--- src/rtl/ibf_pkg.sv ---
package ibf_pkg;
    localparam logic [2:0] SEL_ALO   = 3'd0;
    localparam logic [2:0] SEL_AHI   = 3'd1;
    localparam logic [2:0] SEL_CTRL  = 3'd2;
    localparam logic [2:0] SEL_MODE  = 3'd3;
    localparam logic [2:0] SEL_LENS  = 3'd4;
    localparam logic [2:0] SEL_RXB   = 3'd5;
    localparam logic [2:0] SEL_TXB   = 3'd6;

    localparam int CTL_INIT = 0;
    localparam int CTL_STRT = 1;
    localparam int CTL_IENA = 2;
    localparam int CTL_IDCL = 3;
    localparam int CTL_WIDE = 4;

    localparam int PARAM_WORDS = 4;

    typedef enum logic [1:0] {
        S_IDLE,
        S_ARB,
        S_READ,
        S_GAP
    } fetch_st_e;
endpackage

--- src/rtl/ibf_fetch_fsm.sv ---
module ibf_fetch_fsm
    import ibf_pkg::*;
#(
    parameter int ADDR_W       = 32,
    parameter int WORDS_WIDE   = 7,
    parameter int WORDS_NARROW = 6,
    parameter int BURST        = 2
) (
    input  logic              clk,
    input  logic              rst_n,
    input  logic              start,
    input  logic              wide,
    input  logic [ADDR_W-1:0] base,
    input  logic              bus_gnt,
    input  logic              rd_ack,
    output logic              bus_req,
    output logic              rd_req,
    output logic [ADDR_W-1:0] rd_addr,
    output logic              cap_en,
    output logic [$clog2(WORDS_WIDE+1)-1:0] cap_idx,
    output logic              busy,
    output logic              done
);
    localparam int IDX_W  = $clog2(WORDS_WIDE + 1);
    localparam int BEAT_W = (BURST > 1) ? $clog2(BURST) : 1;
    localparam logic [IDX_W-1:0]  LAST_WIDE   = IDX_W'(WORDS_WIDE - 1);
    localparam logic [IDX_W-1:0]  LAST_NARROW = IDX_W'(WORDS_NARROW - 1);
    localparam logic [BEAT_W-1:0] LAST_BEAT   = BEAT_W'(BURST - 1);

    typedef struct packed {
        fetch_st_e          st;
        logic [IDX_W-1:0]   idx;
        logic [BEAT_W-1:0]  beat;
        logic [IDX_W-1:0]   last;
    } fsm_t;

    fsm_t q, d;

    always_comb begin
        d      = q;
        done   = 1'b0;
        cap_en = 1'b0;
        case (q.st)
            S_IDLE: begin
                if (start) begin
                    d.st   = S_ARB;
                    d.idx  = '0;
                    d.beat = '0;
                    d.last = wide ? LAST_WIDE : LAST_NARROW;
                end
            end
            S_ARB: begin
                if (bus_gnt) d.st = S_READ;
            end
            S_READ: begin
                if (rd_ack) begin
                    cap_en = 1'b1;
                    if (q.idx == q.last) begin
                        d.st = S_IDLE;
                        done = 1'b1;
                    end else begin
                        d.idx = q.idx + 1'b1;
                        if (q.beat == LAST_BEAT) begin
                            d.beat = '0;
                            d.st   = S_GAP;
                        end else begin
                            d.beat = q.beat + 1'b1;
                        end
                    end
                end
            end
            S_GAP:   d.st = S_ARB;
            default: d.st = S_IDLE;
        endcase
    end

    always_ff @(posedge clk or negedge rst_n) begin
        if (!rst_n) begin
            q <= '{st: S_IDLE, idx: '0, beat: '0, last: '0};
        end else begin
            q <= d;
        end
    end

    assign bus_req = (q.st == S_ARB) || (q.st == S_READ);
    assign rd_req  = (q.st == S_READ);
    assign busy    = (q.st != S_IDLE);
    assign cap_idx = q.idx;
    assign rd_addr = base + {{(ADDR_W-IDX_W-2){1'b0}}, q.idx, 2'b00};
endmodule

--- src/rtl/ibf_param_regs.sv ---
module ibf_param_regs
    import ibf_pkg::*;
#(
    parameter int DATA_W = 32,
    parameter int LEN_W  = 16
) (
    input  logic              clk,
    input  logic              rst_n,
    input  logic              we,
    input  logic [2:0]        sel,
    input  logic [DATA_W-1:0] wdata,
    output logic [DATA_W-1:0] mode,
    output logic [DATA_W-1:0] rx_base,
    output logic [DATA_W-1:0] tx_base,
    output logic [LEN_W-1:0]  rx_len,
    output logic [LEN_W-1:0]  tx_len
);
    typedef struct packed {
        logic [DATA_W-1:0] mode;
        logic [DATA_W-1:0] rxb;
        logic [DATA_W-1:0] txb;
        logic [LEN_W-1:0]  rxl;
        logic [LEN_W-1:0]  txl;
    } prm_t;

    prm_t q, d;

    always_comb begin
        d = q;
        if (we) begin
            case (sel)
                SEL_MODE: d.mode = wdata;
                SEL_LENS: begin
                    d.rxl = wdata[LEN_W-1:0];
                    d.txl = wdata[2*LEN_W-1:LEN_W];
                end
                SEL_RXB: d.rxb = wdata;
                SEL_TXB: d.txb = wdata;
                default: ;
            endcase
        end
    end

    always_ff @(posedge clk or negedge rst_n) begin
        if (!rst_n) q <= '0;
        else        q <= d;
    end

    assign mode    = q.mode;
    assign rx_base = q.rxb;
    assign tx_base = q.txb;
    assign rx_len  = q.rxl;
    assign tx_len  = q.txl;
endmodule

--- src/rtl/ibf_sequencer.sv ---
module ibf_sequencer
    import ibf_pkg::*;
#(
    parameter int ADDR_W       = 32,
    parameter int DATA_W       = 32,
    parameter int LEN_W        = 16,
    parameter int WORDS_WIDE   = 7,
    parameter int WORDS_NARROW = 6,
    parameter int BURST        = 2
) (
    input  logic              clk,
    input  logic              rst_n,
    input  logic              host_we,
    input  logic [2:0]        host_sel,
    input  logic [DATA_W-1:0] host_wdata,
    output logic              bus_req,
    input  logic              bus_gnt,
    output logic              rd_req,
    output logic [ADDR_W-1:0] rd_addr,
    input  logic              rd_ack,
    input  logic [DATA_W-1:0] rd_data,
    output logic [DATA_W-1:0] mode,
    output logic [DATA_W-1:0] rx_base,
    output logic [DATA_W-1:0] tx_base,
    output logic [LEN_W-1:0]  rx_len,
    output logic [LEN_W-1:0]  tx_len,
    output logic              idon,
    output logic              irq,
    output logic              busy,
    output logic              ring_go
);
    localparam int HALF_W = ADDR_W / 2;
    localparam int IDX_W  = $clog2(WORDS_WIDE + 1);

    typedef struct packed {
        logic [HALF_W-1:0] alo;
        logic [HALF_W-1:0] ahi;
        logic              iena;
        logic              wide;
        logic              idon;
        logic              run;
    } ctl_t;

    ctl_t q, d;

    logic              ctl_wr, start, done, cap_en;
    logic [IDX_W-1:0]  cap_idx;
    logic [ADDR_W-1:0] base;
    logic              pw_we;
    logic [2:0]        pw_sel;
    logic [DATA_W-1:0] pw_data;

    assign ctl_wr = host_we && (host_sel == SEL_CTRL);
    assign start  = ctl_wr && host_wdata[CTL_INIT];
    assign base   = {q.ahi, q.alo[HALF_W-1:2], 2'b00};

    always_comb begin
        d = q;
        if (host_we && host_sel == SEL_ALO) d.alo = host_wdata[HALF_W-1:0];
        if (host_we && host_sel == SEL_AHI) d.ahi = host_wdata[HALF_W-1:0];
        if (ctl_wr) begin
            d.iena = host_wdata[CTL_IENA];
            d.wide = host_wdata[CTL_WIDE];
            if (host_wdata[CTL_STRT]) d.run  = 1'b1;
            if (host_wdata[CTL_IDCL]) d.idon = 1'b0;
        end
        if (done) d.idon = 1'b1;
    end

    always_ff @(posedge clk or negedge rst_n) begin
        if (!rst_n) q <= '0;
        else        q <= d;
    end

    ibf_fetch_fsm #(
        .ADDR_W(ADDR_W), .WORDS_WIDE(WORDS_WIDE),
        .WORDS_NARROW(WORDS_NARROW), .BURST(BURST)
    ) u_fsm (
        .clk(clk), .rst_n(rst_n), .start(start), .wide(d.wide),
        .base(base), .bus_gnt(bus_gnt), .rd_ack(rd_ack),
        .bus_req(bus_req), .rd_req(rd_req), .rd_addr(rd_addr),
        .cap_en(cap_en), .cap_idx(cap_idx), .busy(busy), .done(done)
    );

    // Fetched words map onto the same write port as direct host writes.
    always_comb begin
        if (cap_en) begin
            pw_we   = (cap_idx < IDX_W'(PARAM_WORDS));
            pw_sel  = SEL_MODE + 3'(cap_idx);
            pw_data = rd_data;
        end else begin
            pw_we   = host_we;
            pw_sel  = host_sel;
            pw_data = host_wdata;
        end
    end

    ibf_param_regs #(.DATA_W(DATA_W), .LEN_W(LEN_W)) u_regs (
        .clk(clk), .rst_n(rst_n), .we(pw_we), .sel(pw_sel), .wdata(pw_data),
        .mode(mode), .rx_base(rx_base), .tx_base(tx_base),
        .rx_len(rx_len), .tx_len(tx_len)
    );

    assign idon    = q.idon;
    assign irq     = q.idon & q.iena;
    assign ring_go = q.run & ~busy;
endmodule

--- config.mk ---
export PLATFORM = sky130hd
export DESIGN_NAME = ibf_sequencer
export DESIGN_NICKNAME = d
export VERILOG_FILES = /design/src/rtl/ibf_pkg.sv /design/src/rtl/ibf_fetch_fsm.sv /design/src/rtl/ibf_param_regs.sv /design/src/rtl/ibf_sequencer.sv
export SDC_FILE = /design/constraint.sdc
export NUM_CORES = 1
export LEC_CHECK = 0
export BUFFER_PORTS_ARGS = -buffer_cell sky130_fd_sc_hd__buf_2
export CORE_ASPECT_RATIO = 1.75
export CORE_MARGIN = 8
export CORE_UTILIZATION = 56
export DETAILED_ROUTE_END_ITERATION = 7
export PLACE_DENSITY_LB_ADDON = 0.12
export SYNTH_ARGS = -nofsm -noshare
export SYNTH_HDL_FRONTEND = slang
export SYNTH_HIERARCHICAL = 1
export SYNTH_SLANG_ARGS = --single-unit
export TNS_END_PERCENT = 5
--- constraint.sdc ---
create_clock -name clk -period 7.5 [get_ports clk]
set_input_delay 0.375 -clock clk [delete_from_list [all_inputs] [get_ports clk]]
set_output_delay 0.375 -clock clk [all_outputs]
set_load 0.1 [all_outputs]
; Word-level counts from Yosys, hierarchy flattened
; Cells that the tools add are included.
[totals]
ff_bits = 173
inputBits = 72
out_inout_bits = 166
wordCells = 80
[classes]
n_addsub = 4
n_lt_le_gt_ge = 1
n_eq_ne = 15
n_mux = 22
bitwise_logic = 3
reduce_logical = 20
[op_table]
columns = op, n
row1 = $add A32 B5 Y32, 1
row2 = $mux W32, 1
row3 = $reduce_and A2 Y1, 7
row4 = $mux W1, 10
row5 = $eq A3 B3 Y1 const B, 3
row6 = $mux W9, 1
row7 = $mux W2, 4
row8 = $pmux W2 S4, 1
row9 = $pmux W4 S2, 1
row10 = $reduce_and A4 Y1, 2
row11 = $reduce_bool A2 Y1, 4
row12 = $eq A3 B2 Y1 const B, 2
row13 = $mux W3, 2
row14 = $mux W6, 1
row15 = $ne A2 B2 Y1 const B, 3
row16 = $eq A2 B2 Y1 const B, 2
row17 = $logic_and A1 B1 Y1, 4
row18 = $mux W4, 1
row19 = $add A2 B3 Y3 const A, 1
row20 = $add A3 B1 Y3 const B, 1
row21 = $eq A3 B1 Y1 const B, 1
row22 = $eq A3 B3 Y1, 1
row23 = $logic_not A3 Y1, 1
row24 = $lt A3 B3 Y1 const B, 1
row25 = other kinds (8), 9

; Longest topological paths before layout
[depth]
depth_word = 6
ltp_mapped = 12
depth_no_buf = 8

; Modules after synthesis
; Netlist, hierarchy kept.
[modules_own_cells]
columns = mod, instances, cells_each, area_per_inst_um2, seq_area_each_um2
row1 = ibf_param_regs, 1, 273, 4968.5, 3203.1
row2 = ibf_sequencer, 1, 127, 1868.0, 850.8
row3 = ibf_fetch_fsm, 1, 156, 1316.3, 225.2

; Worst setup path after synthesis
; Ideal clock, no wire load.
[synth_timing]
path_type = flip-flop to output port
from = register u_fsm.q (netlist bit u_fsm/cap_idx[0])
to = output port rd_addr[28]
arrival_ns = 3.354
required_time_ns = 7.125
slack_ns = 3.771
stages_incl_launch_ff = 8
n_path_buf = 0
path_cell_list = dfrtp_1 > ha_1 > inv_1 > fa_1 > nand2b_1 > a211oi_4 > nand4_1 > xnor2_1
[synth_between]
elab_chain_len = 1
[synth_lines]
columns = item, line
row1 = "start, declared", ibf_fetch_fsm.sv:37  ; fsm_t q, d;
row2 = "start signal, assigned", ibf_fetch_fsm.sv:79  ; q <= '{st: S_IDLE, idx: '0, beat: '0, last: '0};
row3 = $add A32 B5 Y32, ibf_fetch_fsm.sv:89  ; assign rd_addr = base + {{(ADDR_W-IDX_W-2){1'b0}}, q.idx, 2'b00};
row4 = "end, declared", ibf_sequencer.sv:19  ; output logic [ADDR_W-1:0] rd_addr,
; No other way between the ends.

; Worst setup path in the final report
[layout_timing]
from = register u_fsm/q[7] in the netlist's numbering
to = register u_regs.q (netlist bit u_regs/rx_len[15])
[layout_between]
word_cells_on_any_way = 7
classes_between = 2 x eq/ne / 4 x mux / 1 x reduce/logical
[layout_lines]
columns = item, line
row1 = $eq A2 B2 Y1, ibf_fetch_fsm.sv:43  ; case (q.st)
row2 = $mux W1, ibf_fetch_fsm.sv:43
row3 = via cap_en, ibf_sequencer.sv:46  ; logic ctl_wr, start, done, cap_en;
row4 = $mux W1, ibf_sequencer.sv:87  ; if (cap_en) begin
row5 = via pw_we, ibf_sequencer.sv:49  ; logic pw_we;
row6 = $reduce_and A2 Y1 (no line), -
row7 = "end signal, assigned", ibf_param_regs.sv:45  ; if (!rst_n) q <= '0;
row8 = "end signal, assigned", ibf_param_regs.sv:46  ; else q <= d;
row9 = "end, declared", ibf_param_regs.sv:26  ; prm_t q, d;
; The timed path passes the listed nets, and every way through them passes these cells.
; A chain may end at the register's enable or synchronous reset.

==> metrics.txt <==
status finished, violations left; failing checks negative hold slack; Die X roughly 110 µm; Yosys Warn Count 6; # resized after CTS 0; CTS tree yes; routed wire length 20.9 mm; DR iter-0 viols 204; Final HPWL DP 15.6 mm; hold_ws -5.44 ps; Synth Register Bits 171; crit path buf inv count 4; num rows 58; area grow syn2layout 22.2%; global-route wire length before repair 32.9 mm; Final Wtd Congestion 0.863; XOR/XNOR share of the synthesized area 3.44%; CP arrival around 4100 ps; I/O pin count between 200 and 250; Synth cell types 53; Hold/Removal Path Class primary input to asynchronous set/reset pin; routed vias/inst 5.46; complex-gate fraction of the synthesized area 2.53%; DRC errors left 0; worst-path cell chain inv_1, ha_1, inv_1, nor2_4, buf_4, nor2_1, a21oi_1, and4bb_2, buf_4, mux2_2; cells after synthesis 556; Root Buffer Master clkbuf_16; Seq/Total Area, Yosys 52.5%; critical path class flip-flop to flip-flop; core box area 14300 µm²; crit path max-delay cell type and4bb_2; largest net degree at the start of global routing 93; Post-Synth Simple-Gate Area 6.03%; asr flop ratio synth 100%; # H-tree levels 4; Reg clk slew, reported paths 70 ps; Final Max Tran Viols 0; DR vias 5371; Final ANT Viol Nets 0; worst-path fanout max 39; # port buffers about 240; Die H 176 µm; Synth Area in Adders 1.78%; Max Freq 261 MHz; delay-heaviest family, CP buffers and inverters; Tmin final 3830 ps; initial core utilization 57.0%; Post-Syn Area 8150 µm²; Main synth FF type dfrtp_1; Setup Fix Bufs, Post-CTS 0; initial antenna violation count 0; endpoints failing hold 2; grt ovf 0; TritonCTS buffer count 17; critical path capture point type flip-flop; Die ar. 18800 µm²; CP Data Required Time 7800 ps; clk_skew 10.2 ps; setup TNS 0 ps; Antenna diodes 0; Pre-antenna DRT Iters 4; period utilisation layout 51.1%; CP max stage delay about 580 ps; max_slew headroom around 34%; fillcell total 1060; RSZ-0062 raised after global routing false; Avg Cell Area, Syn 14.7 µm²; most common cell after layout, fill and taps aside buf_2; most frequent cells in the layout buf_2, dfrtp_1, mux2_2, mux2_4, xnor2_1; routed len/inst 21.2 µm; mux cell area share after synthesis 29.6%; Worst setup SP type flip-flop; number of synthesized flops with an enable pin 0; Max Root-Sink Buffers 2; share of post-route cells with drive strength above 1 60.1%; clock sinks 171; GRT Overall Usage 22.6%; MaxCap Viol Count 0; largest family of logic cells by synthesized area multiplexers; vias in the first global route 6055; clk_lat worst skew 420 ps; Worst-Margin Slew approximately 990 ps; final setup vio count 0; CTS Hold Bufs 0; Final #Nets 873
==> cell usage after synthesis (all sizes together) (3+ instances only) <==
master	n	area, µm²
a21oi	6	30.0
and2	3	18.8
and3	7	45.1
and4	4	35.0
and4bb	3	37.5
buf	26	259
clkbuf	3	11.3
dfrtp	171	4280
ha	10	125
inv	17	63.8
mux2	194	2370
mux2i	4	40.0
nand2	10	37.5
nand3	14	70.1
nand4	9	77.6
nand4b	3	45.0
nor2	9	33.8
nor3	3	20.0
xnor2	27	236
xor2	5	43.8
==> per-layer routing <==
layer | vias to the layer above | GRT usage [%] | share of wire [%]
li1 | 2448 | - | -
met5 | - | 0 | 0
met3 | 44 | 7.63 | 7.1
met4 | 0 | 10.7 | 3.6
met1 | 2683 | 23.9 | 36
met2 | 196 | 38.9 | 53
==> kinds of logic after synthesis <==
group	Yosys count
buf+inv	46
other cells	1
simple gates	71
xor+xnor	32
compound gates	26
flops	171
fa+ha+maj	11
mux	198
==> state kept, by name, indices dropped and copies added, names as in the netlist, 6 cells and up <==
| name | count |
|---|---|
| base | 30 |
| u_fsm/q | 6 |
| u_regs/mode | 32 |
| u_regs/rx_base | 32 |
| u_regs/rx_len | 16 |
| u_regs/tx_base | 32 |
| u_regs/tx_len | 16 |
==> worst paths after layout <==
kind | endpoint | slack, ps | cells after the start | from
setup / recovery | u_regs/rx_len[15] | 3670 | 10 | u_fsm/q[7]
hold / removal | u_fsm/q[3] | -5 | 1 | rst_n
setup reg to reg | u_regs/rx_len[15] | 3670 | 10 | u_fsm/q[7]
hold reg to reg | q[0] | 460 | 1 | q[0]
max in group asynchronous | u_regs/rx_base[15] | 5950 | 2 | rst_n
min in group clk | idon | 220 | 2 | host_wdata[3]
==> final cells by class <==
| type | count | area, µm² | area share (%) |
|---|---|---|---|
| Timing Repair Buffer | 243 | 1240 | 12.5 |
| Tap cell | 180 | 225 | 2.26 |
| Clock inverter | 14 | 165 | 1.66 |
| Clock buffer | 18 | 439 | 4.41 |
| Inverter | 17 | 63.8 | 0.640 |
| Sequential cell | 171 | 4280 | 42.9 |
| Multi-Input combinational cell | 340 | 3550 | 35.6 |
==> through the flow <==
| step | hold WS [ps] | area [µm²] | utilization, % | cells | setup WS [ps] |
|---|---|---|---|---|---|
| 2_1_floorplan | 79.4 | 8160 | - | 557 | 3770 |
| 3_3_place_gp | 436 | 9360 | 65.5 | 951 | 3840 |
| 3_5_place_dp | 442 | 9360 | 65.5 | 951 | 3670 |
| 4_1_cts | 41.2 | 9970 | 69.7 | 983 | 3650 |
| 5_1_grt | 50.4 | 9970 | 69.7 | 983 | 3400 |
| 6_report | -5.44 | 9970 | 69.7 | 983 | 3670 |
Power is left out: the tool's default activity adds up to more than one toggle a clock period on the data nets, which glitch-free logic cannot reach.
